`src/rtl/irq_chain_pkg.sv`:
```
package irq_chain_pkg;

    localparam int unsigned SRC_COUNT = 6;
    localparam int unsigned VEC_BITS  = 8;
    localparam int unsigned CODE_POS  = 1;

    // Source positions, highest priority first
    localparam int unsigned SRC_A_RX  = 0;
    localparam int unsigned SRC_A_TX  = 1;
    localparam int unsigned SRC_A_ST  = 2;
    localparam int unsigned SRC_B_RX  = 3;
    localparam int unsigned SRC_B_TX  = 4;
    localparam int unsigned SRC_B_ST  = 5;

endpackage

```
`src/rtl/irq_prio_chain.sv`:
```
// Ripple chain over the sources: acknowledge chain, request chain, winner.
module irq_prio_chain #(
    parameter int unsigned NUM_SRC = 6
) (
    input  logic               chain_in,
    input  logic               ack_cyc,
    input  logic [NUM_SRC-1:0] pend,
    input  logic [NUM_SRC-1:0] en,
    input  logic [NUM_SRC-1:0] ius,
    output logic               chain_out,
    output logic [NUM_SRC-1:0] winner,
    output logic               req_any
);
    logic [NUM_SRC:0]   ack_link;
    logic [NUM_SRC:0]   req_link;
    logic [NUM_SRC-1:0] want;

    assign ack_link[0] = chain_in;
    assign req_link[0] = chain_in;

    for (genvar i = 0; i < NUM_SRC; i++) begin : g_stage
        logic armed;
        assign armed         = pend[i] & en[i];
        // acknowledge ripple: in-service always blocks, armed blocks only in ack
        assign ack_link[i+1] = ack_link[i] & ~ius[i] & ~(ack_cyc & armed);
        assign winner[i]     = ack_cyc & ack_link[i] & armed & ~ius[i];
        // request ripple: only in-service sources block
        assign req_link[i+1] = req_link[i] & ~ius[i];
        assign want[i]       = req_link[i] & armed & ~ius[i];
    end

    assign chain_out = ack_link[NUM_SRC];
    assign req_any   = |want;

endmodule

```
`src/rtl/irq_first_set.sv`:
```
// Lowest-index set bit: one-hot mask, binary index and presence flag.
module irq_first_set #(
    parameter int unsigned WIDTH = 6,
    localparam int unsigned IDX_W = (WIDTH > 1) ? $clog2(WIDTH) : 1
) (
    input  logic [WIDTH-1:0] bits,
    output logic [WIDTH-1:0] first,
    output logic [IDX_W-1:0] idx,
    output logic             any
);
    always_comb begin
        first = '0;
        idx   = '0;
        any   = 1'b0;
        for (int i = WIDTH - 1; i >= 0; i--) begin
            if (bits[i]) begin
                first = '0;
                first[i] = 1'b1;
                idx   = IDX_W'(i);
                any   = 1'b1;
            end
        end
    end

endmodule

```
`src/rtl/irq_vec_fmt.sv`:
```
// Builds the vector byte from the base and an optional source code field.
module irq_vec_fmt #(
    parameter int unsigned VEC_W    = 8,
    parameter int unsigned CODE_W   = 3,
    parameter int unsigned CODE_LSB = 1
) (
    input  logic [VEC_W-1:0]  base,
    input  logic              code_en,
    input  logic [CODE_W-1:0] code,
    output logic [VEC_W-1:0]  vec
);
    localparam logic [VEC_W-1:0] FIELD_MASK =
        VEC_W'(((1 << CODE_W) - 1) << CODE_LSB);

    logic [VEC_W-1:0] code_shifted;
    assign code_shifted = VEC_W'(code) << CODE_LSB;

    always_comb begin
        if (code_en) begin
            vec = (base & ~FIELD_MASK) | (code_shifted & FIELD_MASK);
        end else begin
            vec = base;
        end
    end

endmodule

```
`src/rtl/irq_chain_ctrl.sv`:
```
module irq_chain_ctrl
    import irq_chain_pkg::*;
#(
    parameter int unsigned NUM_SRC  = SRC_COUNT,
    parameter int unsigned VEC_W    = VEC_BITS,
    parameter int unsigned CODE_LSB = CODE_POS
) (
    input  logic               clk,
    input  logic               rst_n,
    input  logic [NUM_SRC-1:0] src_pend,
    input  logic [NUM_SRC-1:0] src_en,
    input  logic               master_en,
    input  logic [VEC_W-1:0]   base_vec,
    input  logic               code_en,
    input  logic               no_vec,
    input  logic               clr_top_ius,
    input  logic               iei,
    input  logic               ack_n,
    input  logic               rd_n,
    output logic               ieo,
    output logic               int_n,
    output logic [VEC_W-1:0]   vec_out,
    output logic               vec_oe
);
    localparam int unsigned IDX_W = (NUM_SRC > 1) ? $clog2(NUM_SRC) : 1;

    typedef struct packed {
        logic               ack_cyc;
        logic               rd_seen;
        logic               hit;
        logic [IDX_W-1:0]   src_idx;
        logic [NUM_SRC-1:0] ius;
        logic               int_n;
    } state_t;

    state_t st_q, st_d;

    logic               chain_in;
    logic [NUM_SRC-1:0] winner;
    logic               req_any;
    logic               chain_out;
    logic [NUM_SRC-1:0] win_first;
    logic [IDX_W-1:0]   win_idx;
    logic               win_any;
    logic [NUM_SRC-1:0] top_ius;
    logic [IDX_W-1:0]   top_idx;
    logic               top_any;
    logic [VEC_W-1:0]   vec_word;
    logic               capture;

    assign chain_in = iei & master_en;

    irq_prio_chain #(.NUM_SRC(NUM_SRC)) i_chain (
        .chain_in (chain_in),
        .ack_cyc  (st_q.ack_cyc),
        .pend     (src_pend),
        .en       (src_en),
        .ius      (st_q.ius),
        .chain_out(chain_out),
        .winner   (winner),
        .req_any  (req_any)
    );

    irq_first_set #(.WIDTH(NUM_SRC)) i_win_enc (
        .bits (winner),
        .first(win_first),
        .idx  (win_idx),
        .any  (win_any)
    );

    irq_first_set #(.WIDTH(NUM_SRC)) i_top_ius (
        .bits (st_q.ius),
        .first(top_ius),
        .idx  (top_idx),
        .any  (top_any)
    );

    irq_vec_fmt #(.VEC_W(VEC_W), .CODE_W(IDX_W), .CODE_LSB(CODE_LSB)) i_fmt (
        .base   (base_vec),
        .code_en(code_en),
        .code   (st_q.src_idx),
        .vec    (vec_word)
    );

    // First read edge inside an acknowledge cycle
    assign capture = st_q.ack_cyc & ~rd_n & ~st_q.rd_seen;

    always_comb begin
        st_d         = st_q;
        st_d.ack_cyc = ~ack_n;
        st_d.rd_seen = st_q.ack_cyc & ~rd_n;

        if (capture) begin
            st_d.hit     = win_any;
            st_d.src_idx = win_idx;
        end else if (!st_q.ack_cyc) begin
            st_d.hit     = 1'b0;
            st_d.src_idx = '0;
        end

        if (clr_top_ius && top_any) begin
            st_d.ius = st_d.ius & ~top_ius;
        end
        if (capture && win_any) begin
            st_d.ius = st_d.ius | win_first;
        end

        st_d.int_n = ~req_any;
    end

    always_ff @(posedge clk or negedge rst_n) begin
        if (!rst_n) begin
            st_q         <= '0;
            st_q.int_n   <= 1'b1;
        end else begin
            st_q         <= st_d;
        end
    end

    assign ieo     = chain_out;
    assign int_n   = st_q.int_n;
    assign vec_oe  = st_q.rd_seen & st_q.ack_cyc & st_q.hit & ~rd_n & ~no_vec;
    assign vec_out = vec_oe ? vec_word : '0;

    // top_idx kept for debug visibility of the retire path
    logic unused_ok;
    assign unused_ok = ^top_idx;

endmodule

```
`config.mk`:
```
export PLATFORM = sky130hd
export DESIGN_NAME = irq_chain_ctrl
export DESIGN_NICKNAME = d
export VERILOG_FILES = /design/src/rtl/irq_chain_pkg.sv /design/src/rtl/irq_prio_chain.sv /design/src/rtl/irq_first_set.sv /design/src/rtl/irq_vec_fmt.sv /design/src/rtl/irq_chain_ctrl.sv
export SDC_FILE = /design/constraint.sdc
export NUM_CORES = 1
export LEC_CHECK = 0
export ABC_CLOCK_PERIOD_IN_PS = 4200
export BUFFER_PORTS_ARGS = -buffer_cell sky130_fd_sc_hd__buf_2
export CORE_MARGIN = 5
export CORE_UTILIZATION = 30
export CTS_BUF_LIST = sky130_fd_sc_hd__clkbuf_8
export DETAILED_ROUTE_END_ITERATION = 6
export GPL_TIMING_DRIVEN = 1
export PLACE_DENSITY = 0.54
export SLEW_MARGIN = 20
export SYNTH_ARGS = -nofsm -noshare
export SYNTH_HDL_FRONTEND = slang
export SYNTH_SLANG_ARGS = --single-unit
```
`constraint.sdc`:
```
create_clock -name clk -period 4.2 [get_ports clk]
set_clock_uncertainty 0.15 [all_clocks]
set_input_delay 0.21 -clock clk [delete_from_list [all_inputs] [get_ports clk]]
set_output_delay 0.21 -clock clk [all_outputs]
set_load 0.02 [all_outputs]
```
Word-level counts from Yosys, hierarchy flattened
Cells that the tools add are included.
Word-level totals
  input bits: 29
  register bits: 13
Cells by class
  eq/ne operators: 1
  multiplexer cells: 36
  bitwise operators: 86
  reduce and logical (&&, ||, !) cells: 3
Operators with widths (number)
  two-way mux 6 bit: 14
  AND 1 bit: 65
  two-way mux 3 bit: 6
  inverter 1 bit: 17
  two-way mux 8 bit: 2
  two-way mux 1 bit: 12
  two-way mux 4 bit: 2
  OR 8 x 4 -> 8 bit: 1
  AND 6 bit: 1
  inverter 6 bit: 1
  OR 6 bit: 1
  OR reduction 6 bit: 1
  logical AND 1 bit: 2
  inequality test 2 x 1 -> 1 bit (second input constant): 1

Depth between registers and ports, before layout
  depth in word-level cells: 23
  depth in mapped cells: 5

Modules after synthesis
From an unflattened synthesis, not the netlist that was laid out.
Unflattened totals
  cells, all modules: 127
  area total of the unflattened synthesis: 1151.1 um^2
Modules (own cells, without submodules)
  irq_chain_ctrl: times used 1, area each 693.2 um^2, cells an instance 55
  irq_prio_chain: times used 1, area each 198.9 um^2, cells an instance 30
  irq_first_set: times used 2, area each 93.8 um^2, cells an instance 17
  irq_vec_fmt: times used 1, area each 71.3 um^2, cells an instance 8

Worst setup path before layout
Ideal clock, no wire load.
  kind: register to output
  start point: reg st_q[4] (netlist name)
  end point: out ieo
  path slack: 2.386 ns
  data required time: 3.840 ns
  data arrival time: 1.454 ns
  stages on the path, launching flop included: 4
  cells stage by stage: dfrtp_1 -> nor4_2 -> nand4_2 -> a211oi_1
Between the ends
  longest elaborated chain between the ends: 7
Ends and longest elaborated chain
  from (decl): RTL line irq_chain_ctrl.sv:36  | state_t st_q, st_d;
  from (signal assigned): RTL line irq_chain_ctrl.sv:116  | st_q <= st_d;
  inverter 1 bit: RTL line irq_prio_chain.sv:25  | assign ack_link[i+1] = ack_link[i] & ~ius[i] & ~(ack_cyc & armed);
  AND 1 bit (6 in a row): RTL line irq_prio_chain.sv:25
  to (decl): RTL line irq_chain_ctrl.sv:20  | output logic ieo,
No other way between the ends.

Worst setup path after layout
  start point: reg st_q[12] (netlist name)
  end point: out vec_out[7]
Between the ends
  longest elaborated chain between the ends: 5
Ends and longest elaborated chain
  AND 1 bit (4 in a row): RTL line irq_chain_ctrl.sv:122  | assign vec_oe = st_q.rd_seen & st_q.ack_cyc & st_q.hit & ~rd_n & ~no_vec;
  two-way mux 8 bit: RTL line irq_chain_ctrl.sv:123  | assign vec_out = vec_oe ? vec_word : '0;
  to (decl): RTL line irq_chain_ctrl.sv:22  | output logic [VEC_W-1:0] vec_out,
No other way between the ends.

==> metrics.md <==
| Metric | Value |
|---|---|
| CTS tree | built |
| Crit-path leading delay family | simple AND/OR/NAND/NOR gates |
| Top_reg_cell synth | dfrtp_1 |
| First-pass GRT wire length | a little over 4 mm |
| Max Used Layer | met4 |
| Cell area power density | approximately 260 mW/mm² |
| Clock group share of total power | 0.373 |
| I/O Pins | 40 |
| Combinational power share | 0.184 |
| Grt ovf | 0 |
| Clock latency at the later pin of the worst-skew pair | approximately 0.25 ns |
| Initial core utilization | 0.3167 |
| Post-synth cell types | 41 |
| Initial antenna violation count | 0 |
| Warnings, synthesis | 0 |
| DRT met1 WL | 1.054 mm |
| Inserted Diodes | 0 |
| Largest net degree at the start of global routing | 14 |
| Async SR Flop Fraction | 1.000 |
| Crit share post-route | 0.5235 |
| Sequential fraction of design power | 0.443 |
| Crit Path Category | register to output pin |
| Rel. slew slack | 0.7340 |
| Mean Syn Cell Area | approximately 9.1 µm² |
| Rows | 19 |
| Critical path launch point type | register |
| Switching part of the total | 0.2730 |
| WP data required | between 3 and 4 ns |
| Status | complete, no violations |
| Avg WL per Cell | around 14 µm |
| Vias in the first global route | between 900 and 1,000 |
| Layout cells sized above 1 | 0.3857 |
| Crit path DAT | between 1.5 and 2 ns |
| TritonCTS Buffers | 3 |
| Die H | roughly 64 µm |
| Aggregate global-route resource usage | 0.1201 |
| CTS sink count | 13 |
| CP Cell Sequence | nor2b_1 > nand3_1 > or2_2 > inv_1 > and2_1 > buf_2 |
| Final setup viols | 0 |
| Starting DRT DRC Count | 17 |
| Seq cells post-synth | 13 |
| Placer Congestion | between 0.8 and 0.9 |
| Core Box Area | 0.002781 mm² |
| Root Buffer | clkbuf_8 |
| H-tree depth | 1 |
| RSZ-0062 raised after global routing | no |
| Peak supply drop | ~0.00025 V |
| HPWL after DPL | around 2 mm |
| Metal2 WL | between 1 and 1.5 mm |
| DR pass1 iterations | 4 |
| Fin nets | 170 |
| Post-route minimum period | around 2.2 ns |
| Port bufs | 39 |
| Clk buf depth | 2 |
| Fin. max-slew vios | 0 |
| Mapped Nets | ~130 |
| Synth Cell Area | 880.8 µm² |
| Buffers & Inverters on Critical Path | 2 |
| Leak | approximately 0.56 nW |
| Final WL | ~2.4 mm |
| Die Area | 0.004120 mm² |
| FILL cells | slightly below 300 |
| CTS clk-pin slew, worst paths | 0.05 ns |
| Post-synth EDFFs | 0 |
| Worst hold slack | about 0.023 ns |
| Max incr delay on CP | between 0.5 and 0.6 ns |
| Crit Path Max Fanout | 13 |
| Post-Syn Instances | 97 |
| Critical Path Sink Type | output pin |
| Synthesis-to-layout area growth | 32.10% |
| Internal power | 220.4 µW |
| Final core occ | 0.4184 |
| Max Cap Viol | 0 |
| Setup tns final | 0 ns |
| Seq/Total Area, Yosys | 0.3707 |
| Max Clk Rate | approximately 450 MHz |
| Slowest cell on the critical path | dfrtp_1 |
| Remaining DRCs | 0 |
| Via count of the routed design | approximately 900 |
| Met3 WL post-DR | 207 µm |
| Vias/cell | 5.228 |
| Endpoints failing hold | 0 |
| Sw power | ~83 µW |
| Hold Path Class | primary input to register |
| Die W | 64.19 µm |
| Final ANT Viol Nets | 0 |
| Slew @ Worst Pin | 0.3963 ns |
| Post-CTS setup buffers | 0 |
==> per-stage QoR <==
stage          setup slack [ns]  instances  instance area [µm²]  power, mW
2_1_floorplan             2.386         97                880.8     0.1654
4_1_cts                   1.976        171                 1164     0.3082
6_report                  2.001        171                 1164     0.3031
3_3_place_gp              2.331        165                 1099     0.1905
3_5_place_dp              2.256        165                 1099     0.1913
5_1_grt                   1.789        171                 1164     0.3209
==> what timing repair did <==
| item | in CTS | in global routing |
|---|---|---|
| hold endpoints to repair | 14 | 0 |
| gates resized for setup | 0 | 0 |
| hold buffers | 2 | 0 |
==> path summary, 6_finish.rpt <==
check / startpoint / cells past startpoint / to / slack [ns]
min in group asynchronous: rst_n / 2 / st_q[2]$_DFF_PN0_ / 0.23
max in group asynchronous: rst_n / 2 / int_n$_DFF_PN1_ / 3.39
min reg2reg: st_q[9]$_DFFE_PN0P_ / 2 / st_q[9]$_DFFE_PN0P_ / 0.40
max: st_q[12]$_DFF_PN0_ / 6 / vec_out[7] / 2.00
min: clr_top_ius / 2 / st_q[1]$_DFF_PN0_ / 0.02
max reg2reg: st_q[12]$_DFF_PN0_ / 4 / st_q[7]$_DFFE_PN0P_ / 2.36
==> registers in the layout, indices dropped and copies added (netlist names) <==
signal,cells
st_q,12
int_n,1
==> power groups by stage <==
stage	Clock (mW)	Sequential (mW)	Combinational, mW
after detailed placement	0	0.136	0.0549
after global placement	0	0.136	0.0544
after CTS	0.117	0.134	0.0565
after floorplan	0	0.135	0.0302
after global routing	0.123	0.135	0.0629
final	0.113	0.134	0.0558
==> cell families after synthesis <==
| group | Yosys count | share of synthesized area |
|---|---|---|
| AOI/OAI and AO/OA | 24 | 0.2074 |
| buffers and inverters | 5 | 0.03124 |
| DFF | 13 | 0.3707 |
| muxes | 3 | 0.03409 |
| and+or+nand+nor | 52 | 0.3566 |
==> layout make-up <==
| type | count | area, µm² | share of cell area |
|---|---|---|---|
| Timing Repair Buffer | 41 | 215.2 | 0.1849 |
| Clock inverter | 1 | 3.754 | 0.003226 |
| Inverter | 3 | 11.26 | 0.009677 |
| Clock buffer | 3 | 41.29 | 0.03548 |
| Sequential cell | 13 | 326.6 | 0.2806 |
| Multi-Input combinational cell | 79 | 526.8 | 0.4527 |
| Tap cell | 31 | 38.79 | 0.03333 |
==> cell usage after synthesis (2+ instances only) <==
cell type	instances	area [µm²]
a21oi_1	2	10.01
a32o_1	2	20.02
and2_1	7	43.79
and3b_2	2	20.02
dfrtp_1	12	300.3
inv_1	3	11.26
mux2i_1	3	30.03
nand2_1	14	52.55
nand3_1	6	30.03
nand4_1	3	18.77
nor2_1	6	22.52
nor3_1	2	10.01
o21ai_0	7	35.03
==> per-layer routing <==
metal	track usage	vias up
li1	-	448
met1	0.1498	412
met2	0.1985	32
met3	0.04904	2
met4	0.01781	0
met5	0	-
==> layout by cell type, fill, tap and decap left out, types with 4 or more instances in the layout <==
master and instances:
and2_1 7, nor2_1 6, nand2_1 14, dfrtp_1 12, o21ai_0 7, nand3_1 6
buf_2 39, inv_1 4
(Power assumes the default switching activity.)
